**src/rtl/main_ctrl_dec.sv**
```systemverilog
module main_ctrl_dec #(
  parameter int OPW = 6,
  parameter int FNW = 6
) (
  input  logic [OPW-1:0] opcode,
  input  logic [FNW-1:0] funct,
  output logic [1:0]     dst_sel,
  output logic           alu_b_imm,
  output logic [1:0]     wb_sel,
  output logic           rf_we,
  output logic           dmem_re,
  output logic           dmem_we,
  output logic           br_eq,
  output logic [1:0]     alu_mode,
  output logic [1:0]     pc_jsel
);
  localparam logic [OPW-1:0] OP_REG  = OPW'(0);
  localparam logic [OPW-1:0] OP_JMP  = OPW'(2);
  localparam logic [OPW-1:0] OP_JSV  = OPW'(3);
  localparam logic [OPW-1:0] OP_BEQ  = OPW'(4);
  localparam logic [OPW-1:0] OP_LDW  = OPW'(35);
  localparam logic [OPW-1:0] OP_STW  = OPW'(43);
  localparam logic [OPW-1:0] OP_IJMP = OPW'(63);
  localparam logic [FNW-1:0] FN_LDX  = FNW'(1);

  localparam logic [1:0] DST_RT = 2'b00, DST_RD = 2'b01, DST_R31 = 2'b10;
  localparam logic [1:0] WB_ALU = 2'b00, WB_MEM = 2'b01, WB_LINK = 2'b10;
  localparam logic [1:0] AM_ADD = 2'b00, AM_SUB = 2'b01, AM_FN = 2'b10;
  localparam logic [1:0] PJ_SEQ = 2'b00, PJ_TGT = 2'b01, PJ_MEM = 2'b10;

  logic is_ldx;
  assign is_ldx = (funct == FN_LDX);

  always_comb begin
    dst_sel   = DST_RT;
    alu_b_imm = 1'b0;
    wb_sel    = WB_ALU;
    rf_we     = 1'b0;
    dmem_re   = 1'b0;
    dmem_we   = 1'b0;
    br_eq     = 1'b0;
    alu_mode  = AM_ADD;
    pc_jsel   = PJ_SEQ;
    case (opcode)
      OP_REG: begin
        dst_sel = DST_RD;
        rf_we   = 1'b1;
        if (is_ldx) begin
          wb_sel   = WB_MEM;
          dmem_re  = 1'b1;
          alu_mode = AM_ADD;
        end else begin
          alu_mode = AM_FN;
        end
      end
      OP_LDW: begin
        alu_b_imm = 1'b1;
        wb_sel    = WB_MEM;
        rf_we     = 1'b1;
        dmem_re   = 1'b1;
      end
      OP_STW: begin
        alu_b_imm = 1'b1;
        dmem_we   = 1'b1;
      end
      OP_BEQ: begin
        br_eq    = 1'b1;
        alu_mode = AM_SUB;
      end
      OP_JMP: pc_jsel = PJ_TGT;
      OP_JSV: begin
        pc_jsel = PJ_TGT;
        rf_we   = 1'b1;
        dst_sel = DST_R31;
        wb_sel  = WB_LINK;
      end
      OP_IJMP: begin
        alu_b_imm = 1'b1;
        dmem_re   = 1'b1;
        pc_jsel   = PJ_MEM;
      end
      default: ;
    endcase
  end
endmodule


```
**config.mk**
```make
export PLATFORM = sky130hd
export DESIGN_NAME = main_ctrl_dec
export DESIGN_NICKNAME = d
export VERILOG_FILES = /design/src/rtl/main_ctrl_dec.sv
export SDC_FILE = /design/constraint.sdc
export NUM_CORES = 1
export LEC_CHECK = 0
export BUFFER_PORTS_ARGS = -buffer_cell sky130_fd_sc_hd__buf_2
export CAP_MARGIN = 20
export CORE_AREA = 4 4 41 43
export DETAILED_ROUTE_END_ITERATION = 10
export DIE_AREA = 0 0 45 47
export PLACE_DENSITY_LB_ADDON = 0.05
export SLEW_MARGIN = 20
export SYNTH_ARGS = -nofsm -noshare
export SYNTH_HDL_FRONTEND = slang
export SYNTH_SLANG_ARGS = --single-unit
```
**constraint.sdc**
```tcl
create_clock -name vclk -period 2.8
set_clock_uncertainty 0.05 [all_clocks]
set_input_delay 0.14 -clock vclk [all_inputs]
set_output_delay 0.14 -clock vclk [all_outputs]
set_load 0.02 [all_outputs]
```
==> results_dict.tcl <==
set metrics [dict create \
    cp_data_required_time_ps 2610 \
    nets 63 \
    clock.fmax_mhz 633 \
    grt_start_max_net_pins 8 \
    crit_slowest_cell "or3_1" \
    worst-path-buf-inv 2 \
    seq_cell_count 0 \
    pin_count 25 \
    max_stage_delay_ps 500 \
    min_period_ps 1580 \
    post-cts-setup-buffers 0 \
    timing.hold.ws_ps 552 \
    cts-resized-gates 0 \
    fin_crit_sh 0.564 \
    core-area_mm2 0.00130 \
    io_buffer_count 25 \
    first_pass_iters 4 \
    worstPathCellList "buf_2, or3_1, or2_4, o22ai_2, buf_2" \
    yosys.area.top_type "nor4b_1" \
    worst_pin_slew_ps 244 \
    slew_headroom 0.835 \
    maxCapViolCount 0 \
    endpoint "wb_sel[0]" \
    syn-cell-area_um2 159 \
    wirelength_um 718 \
    outcome "finished, final reports clean" \
    start_util 0.122 \
    rsz0062_at_grt "no" \
    yosysMostFrequentCell "nor3_1" \
    ys_seq_area_frac 0 \
    synthCells 25 \
    critical_path.top_delay_family "simple AND/OR/NAND/NOR gates" \
    synthTopCellsByArea "nor4b_1 (11%), nor3_1 (9.4%), o22ai_2 (7.9%)" \
    crit_path_start_kind "input port" \
    first_global_vias 258 \
    clock_buffers 0 \
    setup_violations 0 \
    worstPathArrival_ps 1390 \
    die_h_um 47 \
    drc 0 \
    yosys.area.top_type_share 0.110 \
    dp_hpwl_um 636 \
    hold_viol 0 \
    syn_area_per_cell_um2 6.36 \
    grt.total_usage 0.0614 \
    hold_path_class "input port to primary output" \
    wl_per_cell_um 11.2 \
    worstSetupPathType "input port to primary output" \
    regArea_um2 0 \
    fp.dieArea_mm2 0.00212 \
    grt_pass1_wl_um 1050 \
    grt-ovfl-total 0 \
    drv_slew 0 \
    fp.dieW_um 45 \
    yosysWarnings 0 \
    antenna_left 0 \
    grt_antenna_before_repair 0 \
    critical_path.startpoint "opcode[2]" \
    p_leak_nw 0.161 \
    syn_to_final_growth_pct 83.5 \
    power_mw 0.0263 \
    diodes 0 \
    rows 13 \
    ys_types 18 \
    cp-end-kind "primary output" \
    gp_congestion 0.715 \
    p_per_area_mw_per_mm2 90.3 \
    cp_common_cell "buf_2" \
    via_per_inst 4.44 \
    ctsHoldBuffers 0 \
    worst-path-max-fanout 7 \
    setup_tns_ps 0 \
    path_depth 5 \
    drive_gt1_frac 0.551 \
    syn_nets 37 \
    drt_first_iter_violations 3 \
    vias 284 \
    vdd_ir_drop_max_v 0.0000260 \
]
worst min path at each step:
stage,startpoint,to,slack [ps],cells past startpoint
after floorplan,opcode[5],pc_jsel[0],310,1
after global placement,opcode[5],pc_jsel[0],540,3
after detailed placement,opcode[4],br_eq,550,3
after CTS,opcode[4],br_eq,550,3
after global routing,opcode[3],br_eq,570,3
final,opcode[5],pc_jsel[0],550,3
cell usage in the layout, fill, tap and decap left out, drive strengths merged:
cell type  count
nor3           3
nor2b          1
nor2           1
o22ai          1
o21ai          1
nor4b          2
nand2          1
buf           25
nor4           1
a21o           1
or2            2
nor3b          1
nand3          2
a21oi          2
nand3b         1
inv            2
or3            2
worst min-delay path, stage by stage:
cell and delay, ps:
buf_2 120, nor3b_1 50, buf_2 150
layer usage:
layer  global-route usage  wire, um  vias up  part of all wire
li1                     -         -      141                 -
met1               0.0787       305      127              0.42
met2                0.116       330       16              0.46
met3              0.00766        82        0              0.11
met4                    0         0        0                 0
met5                    0         0        -                 0
cell families (layout without fill, tap and decap cells):
| family | count (synthesis) | in the layout | share of synthesized area |
|---|---|---|---|
| compound gates | 5 | 5 | 0.220 |
| buf+inv | 3 | 27 | 0.118 |
| simple gates | 17 | 17 | 0.661 |
report_power, final:
group / total [mW] / switching [mW] / internal (mW) / leakage [nW]
registers: 0 / 0 / 0 / 0
logic: 0.0263 / 0.0149 / 0.0114 / 0.161
clock network: 0 / 0 / 0 / 0
total: 0.0263 / 0.0149 / 0.0114 / 0.161
final cells by class:
| class | count | area (um2) |
|---|---|---|
| multi-input cells | 22 | 140 |
| inverters | 2 | 7.51 |
| repair buffers | 25 | 125 |
| well taps | 15 | 18.8 |
| fillers | 167 | 1010 |
per-stage QoR:
| step | cell area [um2] | setup WS, ps | instances | utilization |
|---|---|---|---|---|
| global route | 292 | 1170 | 64 | 0.224 |
| detailed placement | 292 | 1210 | 64 | 0.224 |
| floorplan | 159 | 1300 | 25 | - |
| CTS | 292 | 1220 | 64 | 0.224 |
| finish | 292 | 1220 | 64 | 0.224 |
| global placement | 292 | 1240 | 64 | 0.224 |
Power figures use the tool's default switching activity.
